--- src/rtl/sqa_pkg.sv ---
package sqa_pkg;
   typedef enum logic [1:0] {
      ST_RUN       = 2'd0,
      ST_SQUASHING = 2'd1,
      ST_TRAP_WAIT = 2'd2
   } thr_state_e;
endpackage

--- src/rtl/sqa_trap_timer.sv ---
module sqa_trap_timer #(
   parameter int LAT = 4
) (
   input  logic clk,
   input  logic rst_n,
   input  logic start_i,
   output logic fire_o
);
   localparam int CW = (LAT > 1) ? $clog2(LAT) : 1;

   logic          busy_q;
   logic [CW-1:0] cnt_q;

   assign fire_o = busy_q && (cnt_q == '0);

   always_ff @(posedge clk or negedge rst_n) begin
      if (!rst_n) begin
         busy_q <= 1'b0;
         cnt_q  <= '0;
      end else if (start_i) begin
         busy_q <= 1'b1;
         cnt_q  <= CW'(LAT - 1);
      end else if (fire_o) begin
         busy_q <= 1'b0;
      end else if (busy_q) begin
         cnt_q  <= cnt_q - 1'b1;
      end
   end

   // the arbiter never restarts a countdown that is already running
   p_start_idle_r2: assert property (@(posedge clk) disable iff (!rst_n)
      start_i |-> !busy_q);
endmodule

--- src/rtl/sqa_youngest.sv ---
module sqa_youngest #(
   parameter int SEQ_W = 16
) (
   input  logic             clk,
   input  logic             rst_n,
   input  logic             clr_i,
   input  logic             set_i,
   input  logic [SEQ_W-1:0] set_val_i,
   input  logic             ins_i,
   input  logic [SEQ_W-1:0] ins_seq_i,
   input  logic [SEQ_W-1:0] probe_seq_i,
   output logic             older_ok_o
);
   logic [SEQ_W-1:0] young_q;

   assign older_ok_o = (probe_seq_i <= young_q);

   always_ff @(posedge clk or negedge rst_n) begin
      if (!rst_n)      young_q <= '0;
      else if (clr_i)  young_q <= '0;
      else if (set_i)  young_q <= set_val_i;
      else if (ins_i)  young_q <= ins_seq_i;
   end

   // a squash-all leaves only sequence number zero as acceptable
   p_clear_zero_r3: assert property (@(posedge clk) disable iff (!rst_n)
      clr_i |=> (young_q == '0));
endmodule

--- src/rtl/sqa_boundary.sv ---
module sqa_boundary #(
   parameter int SEQ_W      = 16,
   parameter bit DELAY_SLOT = 1'b1
) (
   input  logic [SEQ_W-1:0] seq_i,
   input  logic             include_i,
   input  logic             mispredict_i,
   input  logic             keep_slot_i,
   output logic [SEQ_W-1:0] done_seq_o,
   output logic [SEQ_W-1:0] rob_seq_o
);
   assign done_seq_o = seq_i - SEQ_W'(include_i);

   generate
      if (DELAY_SLOT) begin : g_slot
         assign rob_seq_o = seq_i + SEQ_W'(mispredict_i && keep_slot_i)
                                  - SEQ_W'(include_i);
      end else begin : g_noslot
         logic unused_slot;
         assign unused_slot = mispredict_i ^ keep_slot_i;
         assign rob_seq_o   = done_seq_o;
      end
   endgenerate
endmodule

--- src/rtl/commit_squash_arb.sv ---
module commit_squash_arb
   import sqa_pkg::*;
#(
   parameter int SEQ_W      = 16,
   parameter int PC_W       = 32,
   parameter int TRAP_LAT   = 4,
   parameter bit DELAY_SLOT = 1'b1
) (
   input  logic             clk,
   input  logic             rst_n,
   input  logic             trap_taken_i,
   input  logic             ctx_squash_i,
   input  logic             ex_squash_i,
   input  logic [SEQ_W-1:0] ex_seq_i,
   input  logic             ex_include_i,
   input  logic             ex_mispredict_i,
   input  logic             ex_keep_slot_i,
   input  logic [PC_W-1:0]  ex_next_pc_i,
   input  logic [PC_W-1:0]  ex_next_npc_i,
   input  logic [PC_W-1:0]  commit_pc_i,
   input  logic [PC_W-1:0]  commit_npc_i,
   input  logic             rob_empty_i,
   input  logic [SEQ_W-1:0] head_seq_i,
   input  logic             insert_i,
   input  logic [SEQ_W-1:0] insert_seq_i,
   input  logic             rob_squash_done_i,
   output logic             squash_o,
   output logic             rob_squashing_o,
   output logic [SEQ_W-1:0] done_seq_o,
   output logic [SEQ_W-1:0] rob_bound_o,
   output logic [PC_W-1:0]  redirect_pc_o,
   output logic [PC_W-1:0]  redirect_npc_o,
   output logic             mispredict_o,
   output logic [1:0]       status_o
);
   generate
      if (TRAP_LAT < 1) begin : g_bad_lat
         $error("TRAP_LAT must be at least 1");
      end
      if (SEQ_W < 2) begin : g_bad_seq
         $error("SEQ_W must be at least 2");
      end
   endgenerate

   thr_state_e       status_q, status_d;
   logic             trap_fire, older_ok;
   logic             can_take, take_all, take_ex, take_trap;
   logic [SEQ_W-1:0] all_seq, ex_done, ex_rob;
   logic             squash_q, mis_q;
   logic [SEQ_W-1:0] done_q, bound_q;
   logic [PC_W-1:0]  pc_q, npc_q;

   sqa_trap_timer #(.LAT(TRAP_LAT)) i_timer (
      .clk     (clk),
      .rst_n   (rst_n),
      .start_i (take_trap),
      .fire_o  (trap_fire)
   );

   sqa_boundary #(.SEQ_W(SEQ_W), .DELAY_SLOT(DELAY_SLOT)) i_bound (
      .seq_i        (ex_seq_i),
      .include_i    (ex_include_i),
      .mispredict_i (ex_mispredict_i),
      .keep_slot_i  (ex_keep_slot_i),
      .done_seq_o   (ex_done),
      .rob_seq_o    (ex_rob)
   );

   sqa_youngest #(.SEQ_W(SEQ_W)) i_young (
      .clk         (clk),
      .rst_n       (rst_n),
      .clr_i       (take_all),
      .set_i       (take_ex),
      .set_val_i   (ex_done),
      .ins_i       (insert_i && (status_q != ST_SQUASHING)),
      .ins_seq_i   (insert_seq_i),
      .probe_seq_i (ex_seq_i),
      .older_ok_o  (older_ok)
   );

   // priority: trap fire > context > execute > new trap
   assign can_take  = (status_q != ST_TRAP_WAIT);
   assign take_all  = trap_fire || (ctx_squash_i && can_take);
   assign take_ex   = !take_all && ex_squash_i && can_take && older_ok;
   assign take_trap = !take_all && !take_ex && trap_taken_i && can_take;
   assign all_seq   = rob_empty_i ? '0 : head_seq_i - 1'b1;

   always_comb begin
      status_d = status_q;
      if (take_all || take_ex)
         status_d = ST_SQUASHING;
      else if (take_trap)
         status_d = ST_TRAP_WAIT;
      else if (status_q == ST_SQUASHING && rob_squash_done_i)
         status_d = ST_RUN;
   end

   always_ff @(posedge clk or negedge rst_n) begin
      if (!rst_n) begin
         status_q <= ST_RUN;
         squash_q <= 1'b0;
         mis_q    <= 1'b0;
         done_q   <= '0;
         bound_q  <= '0;
         pc_q     <= '0;
         npc_q    <= '0;
      end else begin
         status_q <= status_d;
         squash_q <= take_all || take_ex;
         mis_q    <= take_ex && ex_mispredict_i;
         if (take_all) begin
            done_q  <= all_seq;
            bound_q <= all_seq;
            pc_q    <= commit_pc_i;
            npc_q   <= commit_npc_i;
         end else if (take_ex) begin
            done_q  <= ex_done;
            bound_q <= ex_rob;
            pc_q    <= ex_next_pc_i;
            npc_q   <= ex_next_npc_i;
         end
      end
   end

   assign squash_o        = squash_q;
   assign rob_squashing_o = (status_q == ST_SQUASHING);
   assign done_seq_o      = done_q;
   assign rob_bound_o     = bound_q;
   assign redirect_pc_o   = pc_q;
   assign redirect_npc_o  = npc_q;
   assign mispredict_o    = mis_q;
   assign status_o        = status_q;

   // a squash pulse is always accompanied by the squashing status
   p_pulse_status_r8: assert property (@(posedge clk) disable iff (!rst_n)
      squash_q |-> (status_q == ST_SQUASHING));

   // while waiting on a trap nothing but the timer can squash
   p_trap_wait_quiet_r4: assert property (@(posedge clk) disable iff (!rst_n)
      (status_q == ST_TRAP_WAIT && !trap_fire) |=> !squash_q);

   // a trap squash is a squash-all, never a mispredict
   p_trap_all_r3: assert property (@(posedge clk) disable iff (!rst_n)
      trap_fire |=> (squash_q && !mis_q && pc_q == $past(commit_pc_i)));

   // a finished squash with no new request releases to running
   p_release_r8: assert property (@(posedge clk) disable iff (!rst_n)
      (status_q == ST_SQUASHING && rob_squash_done_i && !ctx_squash_i
       && !ex_squash_i && !trap_taken_i) |=> (status_q == ST_RUN));
endmodule

--- config.mk ---
export PLATFORM = sky130hd
export DESIGN_NAME = commit_squash_arb
export DESIGN_NICKNAME = d
export VERILOG_FILES = /design/src/rtl/sqa_pkg.sv /design/src/rtl/sqa_trap_timer.sv /design/src/rtl/sqa_youngest.sv /design/src/rtl/sqa_boundary.sv /design/src/rtl/commit_squash_arb.sv
export SDC_FILE = /design/constraint.sdc
export NUM_CORES = 1
export LEC_CHECK = 0
export BUFFER_PORTS_ARGS = -buffer_cell sky130_fd_sc_hd__buf_4
export CELL_PAD_IN_SITES_DETAIL_PLACEMENT = 0
export CELL_PAD_IN_SITES_GLOBAL_PLACEMENT = 2
export CORE_MARGIN = 2
export CORE_UTILIZATION = 29
export DETAILED_ROUTE_END_ITERATION = 16
export HOLD_SLACK_MARGIN = 0.05
export PLACE_DENSITY = 0.93
export SLEW_MARGIN = 40
export SYNTH_ARGS = -nofsm -noshare
export SYNTH_HDL_FRONTEND = slang
export SYNTH_HIERARCHICAL = 1
export SYNTH_SLANG_ARGS = --single-unit
--- constraint.sdc ---
create_clock -name clk -period 3 [get_ports clk]
set_input_delay 0.75 -clock clk [delete_from_list [all_inputs] [get_ports clk]]
set_output_delay 0.75 -clock clk [all_outputs]
set_load 0.05 [all_outputs]
== Word-level counts from Yosys, hierarchy flattened ==
Cells that the tools add are included.
Word-level totals
  register bits after elaboration: 119
  output and inout port bits: 101
  word-level logic and storage cells: 63
Cells by class
  add/sub/neg operators: 5
  $lt $le $gt $ge: 1
  equal/unequal tests: 4
  muxes and demuxes: 20
  reduce and logical (&&, ||, !) cells: 23
Operators by type and width (number)
  $mux 16: 8
  $mux 32: 4
  $sub 16x1->16: 2
  $add 16x1->16: 1
  $le 16x16->1: 1
  $sub 16x1->16 const B: 1
  $logic_and 1x1->1: 12
  $mux 2: 6
  $reduce_bool 2->1: 3
  $reduce_bool 3->1: 2
  $ne 2x1->1 const B: 2
  $eq 2x1->1 const B: 1
  $logic_not 1->1: 2
  $logic_not 2->1: 1
  $logic_or 1x1->1: 2
  $mux 1: 2
  $ne 2x2->1 const B: 1
  $reduce_and 2->1: 1
  $sub 2x1->2 const B: 1

== Logic depth before layout (Yosys ltp) ==
Gate-level depths: netlist (run 1).
  depth after elaboration: 13
  mapped depth: 13
  depth with buffers taken out: 13

== Cells and area by module ==
Netlist (run 1), hierarchy kept.
By module, submodules not included
  commit_squash_arb: times used 1, cells each 484, area an instance 4847.1 sq um, seq. area each 2502.4 sq um
  sqa_boundary: times used 1, cells each 193, area an instance 1431.4 sq um, seq. area each 0.0 sq um
  sqa_youngest: times used 1, cells each 143, area an instance 1208.7 sq um, seq. area each 400.4 sq um
  sqa_trap_timer: times used 1, cells each 15, area an instance 158.9 sq um, seq. area each 75.1 sq um

== Worst setup path after synthesis (run 1) ==
Ideal clock, no wire load.
  kind: input to register
  from: input ex_seq_i[0]
  to: register bound_q[14] (netlist: rob_bound_o[14])
  setup time: 0.136 ns
  data arrival time: 3.107 ns
  data required time: 2.864 ns
  setup slack: -0.242 ns
  stages: 13
  buffers on the path: 0
  cell sequence: inv_1 ha_1 inv_1 ha_1 inv_1 fa_1 nor2_1 o211ai_1 a2111oi_1 nor4_1 xnor2_1 a2111oi_0 nor3_1
On the way
  word-level cells in the longest chain between the ends: 4
  elaborated cells between the ends (all ways): 7
  those cells by class: add/sub (2); order compare (1); mux (2); reduce/logical (2)
RTL lines
  from (decl): line commit_squash_arb.sv:14  | input logic [SEQ_W-1:0] ex_seq_i,
  $add 16x1->16: line sqa_boundary.sv:16  | assign rob_seq_o = seq_i + SEQ_W'(mispredict_i && keep_slot_i)
  $sub 16x1->16: line sqa_boundary.sv:17  | - SEQ_W'(include_i);
  net ex_rob[14]: line commit_squash_arb.sv:48  | logic [SEQ_W-1:0] all_seq, ex_done, ex_rob;
  $mux 16: line commit_squash_arb.sv:116  | end else if (take_ex) begin
  $mux 16: line commit_squash_arb.sv:111  | if (take_all) begin
  to (signal assigned): line commit_squash_arb.sv:113  | bound_q <= all_seq;
  to (signal assigned): line commit_squash_arb.sv:118  | bound_q <= ex_rob;
  to (decl): line commit_squash_arb.sv:50  | logic [SEQ_W-1:0] done_q, bound_q;
The timed path passes the listed nets, and every way through them passes these cells. The select of a mux whose other input is x is not followed.
A chain may end at the register's enable or synchronous reset.

== Final worst setup path (run 1) ==
  from: input ex_seq_i[14]
  to: register bound_q[8] (netlist: rob_bound_o[8])
On the way
  word-level cells in the longest chain between the ends: 3
RTL lines
  $le 16x16->1: line sqa_youngest.sv:16  | assign older_ok_o = (probe_seq_i <= young_q);
  net older_ok: line commit_squash_arb.sv:46  | logic trap_fire, older_ok;
  $logic_and 1x1->1: line commit_squash_arb.sv:84  | assign take_ex = !take_all && ex_squash_i && can_take && older_ok;
  $reduce_bool 2->1 (no line)
The timed path passes the listed nets, and every way through them passes these cells.

==> results.yml, run 1 <==
cts:
  root_buffer: "clkbuf_16"
  cts_tree: "built"
  cts_max_level: 4
  cts.sinks: 119
  clk_pin_slew_ns: 0.06
  insertion_delay_ns: 0.42
  ctsLongestPathBuffers: 2
  numCtsBuffers: 17
  cts_hold_buf: 0
power_and_ir_drop:
  total_power_mw: 10.7
  power.density_nw_per_um2: 924
  ir_drop_mv: 0.660
  leakage_nw: 5.51
timing:
  tightest_slew_ns: 0.647
  whs_ns: 0.252
  finalSetupViolCount: 0
  hold_viol: 0
  fin_worst_skew_ns: 0.0128
  finalCritPeriodShare: 0.963
  period_needed_ns: 2.89
  fmax_mhz: 346
  drv_slew: 0
  max-slew-margin-rel: 0.569
grt:
  grtUsageTotal: 0.199
  antenna_found_initial: 0
  grt_pass1_vias: 7497
  grt_pass1_wl_um: 42900
  grt_overflow_total: 0
  grt_max_degree: 151
synth:
  yosysTopAreaCellShare: 0.389
  synth_nets: 1075
  synth_top_family_by_area: "compound AO/OA/AOI/OAI gates"
  async_reset_ff_frac: 1.00
  synth_adder_area_share: 0.0877
  synth-compound-area-share: 0.170
  synthFlopType: "dfrtp_1"
  synth_edf_count: 0
  ys_warn_count: 6
  yosysMostFrequentCell: "dfrtp_1"
  yosys-top-cells-count: "119 x dfrtp_1, 88 x mux2i_1, 81 x o21ai_0, 79 x nand2_1, 75 x nor2_1"
  seq_area_frac_synth: 0.389
  synth_area_leaders: "dfrtp_1 39%, mux2i_1 12%, ha_1 8.5%"
  synthXorXnorAreaFrac: 0.0321
  avgSynthCellArea_um2: 9.16
  synth_area_um2: 7650
  postSynthCellCount: 835
  synth.area.mux_share: 0.115
  ys_ff_latch: 119
  synthSimpleGateAreaFrac: 0.149
  post-synth-top-area-cell: "dfrtp_1"
  synth_cell_types: 70
route:
  dr.first_iter.drc_count: 393
  via_per_inst: 4.75
  dr.pass1.iters: 5
  wl_per_cell_um: 18.0
  postRouteWirelength_um: 27600
  drcViolationCount: 0
  final_antenna_net_count: 0
  num_vias: 7269
setup_path:
  r2r_end: "rob_bound_o[8]"
  worst_setup_path_end_kind: "flop"
  critPathMostFrequentCell: "buf_4"
  worstSetupStartpoint: "ex_seq_i[14]"
  crit_end: "rob_bound_o[8]"
  max_stage_delay_ns: 0.41
  rr_startpoint: "i_young/young_q[15]"
  slowest_stage: "a221o_1"
  crit_required_ns: 3.29
  critPathLaunchType: "primary input"
  cp_max_fo: 14
  crit_chain: "buf_4, ha_1, a21oi_1, nand2_1, a221o_1, o31ai_2, buf_4, a21o_1, a21oi_4, buf_4, buf_12, a221o_1"
  crit_arrival_ns: 3.18
  worstRegToRegCells: 12
  crit_type: "in2reg"
  reg2reg_slack_ns: 0.16
place:
  dp_hpwl_um: 21700
  finalWeightedCongestion: 0.892
  portBuffers: 287
floorplan:
  die_area_um2: 27700
  num_rows: 59
  coreArea_um2: 26000
  io_pins: 288
  start_util: 0.294
  die_h_um: 166
  die_w_um: 166
worst_hold_path:
  worstHoldPathType: "in2async"
outcome:
  outcome: "complete, no violations"
final_layout:
  n_antenna_cell: 0
  nNetsFinal: 1423
  drive_above_1_share: 0.377
  area.growth.synth_to_final_pct: 51.5
job:
  max_cap_violations: 0
==> sequential cells by signal, summed over array words and instances, names as in the netlist <==
signal / count
i_young/young_q: 16
i_timer/busy_q: 1
rob_bound_o: 16
i_timer/cnt_q: 2
done_seq_o: 16
redirect_pc_o: 32
redirect_npc_o: 32
mispredict_o: 1
status_o: 2
squash_o: 1
==> critical path: cells and delay by family <==
| family | cells | cell delay (ns) |
|---|---|---|
| fa+ha+maj | 1 | 0.32 |
| simple gates | 1 | 0.08 |
| compound gates | 6 | 1.42 |
| buf+inv | 4 | 0.60 |
==> cells in the final DEF (no fill, tap or decap), drive strengths merged, types with 6 or more instances in the layout <==
cell type / instances
nor4: 10
nand2: 80
dfrtp: 119
a221o: 8
nor2: 78
inv: 57
or3: 6
nor3: 8
nor2b: 9
buf: 375
nand3: 7
xor2: 8
and3: 7
nand2b: 9
mux2i: 88
clkbuf: 17
xnor2: 20
bufinv: 7
o21ai: 85
ha: 52
a21oi: 61
a21o: 7
==> routing by layer <==
metal,up-vias,track usage,routed length (um)
met5,-,0,0
met4,0,0.0420,297
met3,17,0.0651,2160
met2,236,0.361,14500
met1,3393,0.227,10600
li1,3623,-,-
==> worst min-delay path by stage <==
stage | from | endpoint | slack, ns | cells after the start
2_1_floorplan | rst_n | done_seq_o[0] | 0.45 | 0
3_3_place_gp | rob_bound_o[9] | rob_bound_o[9] | 0.50 | 1
3_5_place_dp | done_seq_o[7] | done_seq_o[7] | 0.51 | 1
4_1_cts | rst_n | done_seq_o[7] | 0.25 | 1
5_1_grt | rst_n | done_seq_o[7] | 0.26 | 1
6_report | rst_n | done_seq_o[7] | 0.25 | 1
==> cell type report <==
cell class,instances,area [um^2]
Fill cell,2574,14400
Multi-Input combinational cell,615,4350
Sequential cell,119,2980
Timing Repair Buffer,375,2920
Clock buffer,17,425
Tap cell,335,419
Clock inverter,14,270
Inverter,55,216
==> cell families (layout without fill, tap and decap cells) <==
family | count (synthesis) | in the layout
and+or+nand+nor | 238 | 238
xor gates and xnor gates | 28 | 28
muxes | 88 | 88
adders and majority gates | 53 | 53
AOI/OAI and AO/OA | 208 | 208
buffers and inverters | 101 | 461
DFF | 119 | 119
==> stage by stage <==
step	TNS (ns)	utilization	cells	setup slack, ns	instance area [um^2]
after floorplan	-0.0170	-	835	-0.0170	7700
after global placement	-23.47	0.416	1498	-0.346	10800
after detailed placement	-24.08	0.416	1498	-0.419	10800
after CTS	0	0.443	1529	0.0145	11500
after global routing	-0.0760	0.446	1530	-0.0721	11600
final	0	0.446	1530	0.112	11600
==> power by group <==
group          total [mW]  switching [mW]  internal, mW
registers            2.62           0.392          2.23
logic                5.58            3.65          1.93
clock network        2.49           0.843          1.65
total                10.7            4.89          5.81
==> timing repair <==
| item | 4_1_cts | 5_1_grt |
|---|---|---|
| resized for setup | 1 | 13 |
| setup buffers | 0 | 1 |
| pin swaps | 0 | 12 |
| setup endpoints to repair | 1 | 27 |
(Power assumes the default switching activity.)
==> run 2, diff against run 1 <==
--- a/config.mk
+++ b/config.mk
@@ -5,14 +5,15 @@
 export SDC_FILE = /design/constraint.sdc
 export NUM_CORES = 1
 export LEC_CHECK = 0
+export ABC_AREA = 1
 export BUFFER_PORTS_ARGS = -buffer_cell sky130_fd_sc_hd__buf_4
 export CELL_PAD_IN_SITES_DETAIL_PLACEMENT = 0
 export CELL_PAD_IN_SITES_GLOBAL_PLACEMENT = 2
 export CORE_MARGIN = 2
-export CORE_UTILIZATION = 29
+export CORE_UTILIZATION = 27
 export DETAILED_ROUTE_END_ITERATION = 16
 export HOLD_SLACK_MARGIN = 0.05
-export PLACE_DENSITY = 0.93
+export PLACE_DENSITY = 0.92
 export SLEW_MARGIN = 40
 export SYNTH_ARGS = -nofsm -noshare
 export SYNTH_HDL_FRONTEND = slang
==> results.yml, run 2 <==
outcome:
  outcome: "complete, no violations"
timing:
  max-slew-margin-rel: 0.574
  period_needed_ns: 2.57
  final.setup.tns_ns: 0
  finalCritPeriodShare: 0.855
  rsz0062_at_grt: "false"
  finalSetupViolCount: 0
  fin_worst_skew_ns: 0.0152
  fmax_mhz: 390
  drv_slew: 0
  hold_viol: 0
  fin_ws_ns: 0.435
  tightest_slew_ns: 0.637
synth:
  synthFlopType: "dfrtp_1"
  synth_area_um2: 7710
  ys_ff_latch: 119
  synth_edf_count: 0
  yosys-top-cells-count: "303 x nand2_1, 135 x nand3_1, 119 x dfrtp_1, 119 x nor2_1, 106 x inv_1"
  postSynthCellCount: 1029
  async_reset_ff_frac: 1.00
  yosysMostFrequentCell: "nand2_1"
  yosysTopAreaCellShare: 0.386
  synth_nets: 1269
  post-synth-top-area-cell: "dfrtp_1"
  avgSynthCellArea_um2: 7.49
  synth_cell_types: 38
  synth_area_leaders: "dfrtp_1 39%, nand2_1 15%, nand3_1 8.8%"
  ys_warn_count: 6
  seq_area_frac_synth: 0.386
grt:
  grt_pass1_wl_um: 44800
  grt_use_met3: 0.0411
  grt_max_degree: 61
  grtUsageTotal: 0.192
  antenna_found_initial: 3
  grt_pass1_vias: 7541
  met2_usage: 0.311
  grt_overflow_total: 0
  grt_busiest_layer: "met2"
  grtUsageMet1: 0.262
route:
  postRouteWirelength_um: 29100
  wl_per_cell_um: 17.0
  dr.pass1.iters: 5
  dr.first_iter.drc_count: 462
  drcViolationCount: 0
  final_antenna_net_count: 0
  via_per_inst: 4.57
  num_vias: 7832
power_and_ir_drop:
  power.density_nw_per_um2: 964
  pwr-share-clk: 0.208
  p_sw_mw: 5.24
  p_seq_frac: 0.252
  leakage_nw: 5.69
  ir_drop_mv: 0.376
  p_comb_frac: 0.540
  p_sw_frac: 0.496
  power.internal_mw: 5.32
floorplan:
  io_pins: 288
  die_w_um: 173
  die_h_um: 173
  num_rows: 61
  die_area_um2: 29900
  coreArea_um2: 27900
  start_util: 0.276
cts:
  insertion_delay_ns: 0.42
  numCtsBuffers: 17
  post-cts-setup-buffer-count: 0
  cts_max_level: 4
  cts_tree: "built"
  clk_pin_slew_ns: 0.07
  cts_hold_buf: 0
  cts.sinks: 119
  ctsLongestPathBuffers: 2
  root_buffer: "clkbuf_16"
  ctsResizeCount: 0
final_layout:
  nNetsFinal: 1559
  final.fill_count: 2948
  drive_above_1_share: 0.285
  final_common_cell: "nand2_1"
  area.growth.synth_to_final_pct: 42.1
  layout_common_cells: "303 x nand2_1, 301 x buf_4, 135 x nand3_1, 119 x nor2_1, 119 x dfrtp_1"
setup_path:
  critPathLaunchType: "primary input"
  rr_startpoint: "i_young/young_q[11]"
  reg2reg_slack_ns: 0.49
  crit_required_ns: 3.31
  worst_setup_path_end_kind: "flop"
  crit_type: "in2reg"
  worstRegToRegCells: 12
  crit_arrival_ns: 2.87
  r2r_end: "i_young/young_q[3]"
  cp_max_fo: 16
place:
  portBuffers: 287
  pre_cts_ws_ns: 0.0131
  dp_hpwl_um: 23100
  finalWeightedCongestion: 0.890
job:
  max_cap_violations: 0
worst_hold_path:
  worstHoldPathType: "in2async"
-- run 2: cell count changes after synthesis, moves of 9 or more --
cell | previous run | this run
nor2_1 | 75 | 119
a21oi_1 | 60 | 41
xor2_1 | 8 | 23
inv_1 | 52 | 106
nand2_1 | 79 | 303
mux2i_1 | 88 | 0
nand3_1 | 7 | 135
o32ai_2 | 0 | 10
nor4_1 | 9 | 0
xnor2_1 | 20 | 3
o21ai_0 | 81 | 25
clkbuf_1 | 26 | 1
-- run 2: worst max-delay path, stage by stage --
cell and delay (ns):
buf_4 0.13, ha_1 0.29, nand2_1 0.08, nor3_1 0.30
nand3_1 0.11, nand2_1 0.10, nand2_1 0.13, nor2_8 0.15
inv_4 0.04, nor2_4 0.24, o21ai_4 0.23, o32ai_1 0.32
-- run 2: power groups by stage --
stage          registers (mW)  logic (mW)  clock network [mW]
3_5_place_dp             2.69        5.73                   0
6_report                 2.67        5.70                2.20
5_1_grt                  2.75        6.07                2.32
3_3_place_gp             2.67        5.70                   0
4_1_cts                  2.67        5.74                2.25
2_1_floorplan            4.70        1.76                   0
-- run 2: per-layer routing --
| metal | wire length (um) | share of wire |
|---|---|---|
| met1 | 13300 | 0.46 |
| met2 | 13900 | 0.48 |
| met3 | 1510 | 0.052 |
| met4 | 284 | 0.0098 |
| met5 | 10 | 0.00034 |
-- run 2: area by class of cell --
cell class,instances,area (um^2),share of cell area
Multi-Input combinational cell,759,4030,0.368
Sequential cell,119,2980,0.272
Timing Repair Buffer,309,2420,0.221
Tap cell,378,473,0.0432
Inverter,113,432,0.0394
Clock buffer,17,425,0.0388
Clock inverter,15,193,0.0176
Antenna cell,2,5.00,0.000457
-- run 2: logic make-up after synthesis --
family	count (synthesis)	share of synthesized area
compound gates	97	0.0867
fa+ha+maj	53	0.0870
buf+inv	151	0.0912
flops	119	0.386
xor+xnor	26	0.0295
simple gates	583	0.319
-- run 2: worst max path at each step --
| stage | from | to | slack (ns) | depth (start not counted) |
|---|---|---|---|---|
| finish | ex_seq_i[15] | i_young/young_q[3] | 0.43 | 12 |
| global route | ex_seq_i[15] | i_young/young_q[5] | 0.20 | 12 |
| CTS | ex_seq_i[15] | i_young/young_q[3] | 0.46 | 12 |
| detailed placement | ex_seq_i[15] | i_young/young_q[3] | 0.01 | 12 |
| global placement | ex_seq_i[11] | i_young/young_q[2] | 0.07 | 13 |
| floorplan | ex_seq_i[7] | i_young/young_q[14] | 0.18 | 17 |
-- run 2: per-stage QoR --
step | hold slack [ns] | util | power [mW] | std cells | cell area [um^2]
final | 0.210 | 0.392 | 10.6 | 1712 | 11000
after floorplan | 0.452 | - | 6.46 | 1029 | 7710
after global placement | 0.467 | 0.370 | 8.38 | 1678 | 10300
after global routing | 0.215 | 0.392 | 11.1 | 1712 | 11000
after detailed placement | 0.470 | 0.370 | 8.43 | 1678 | 10300
after CTS | 0.203 | 0.392 | 10.7 | 1710 | 10900
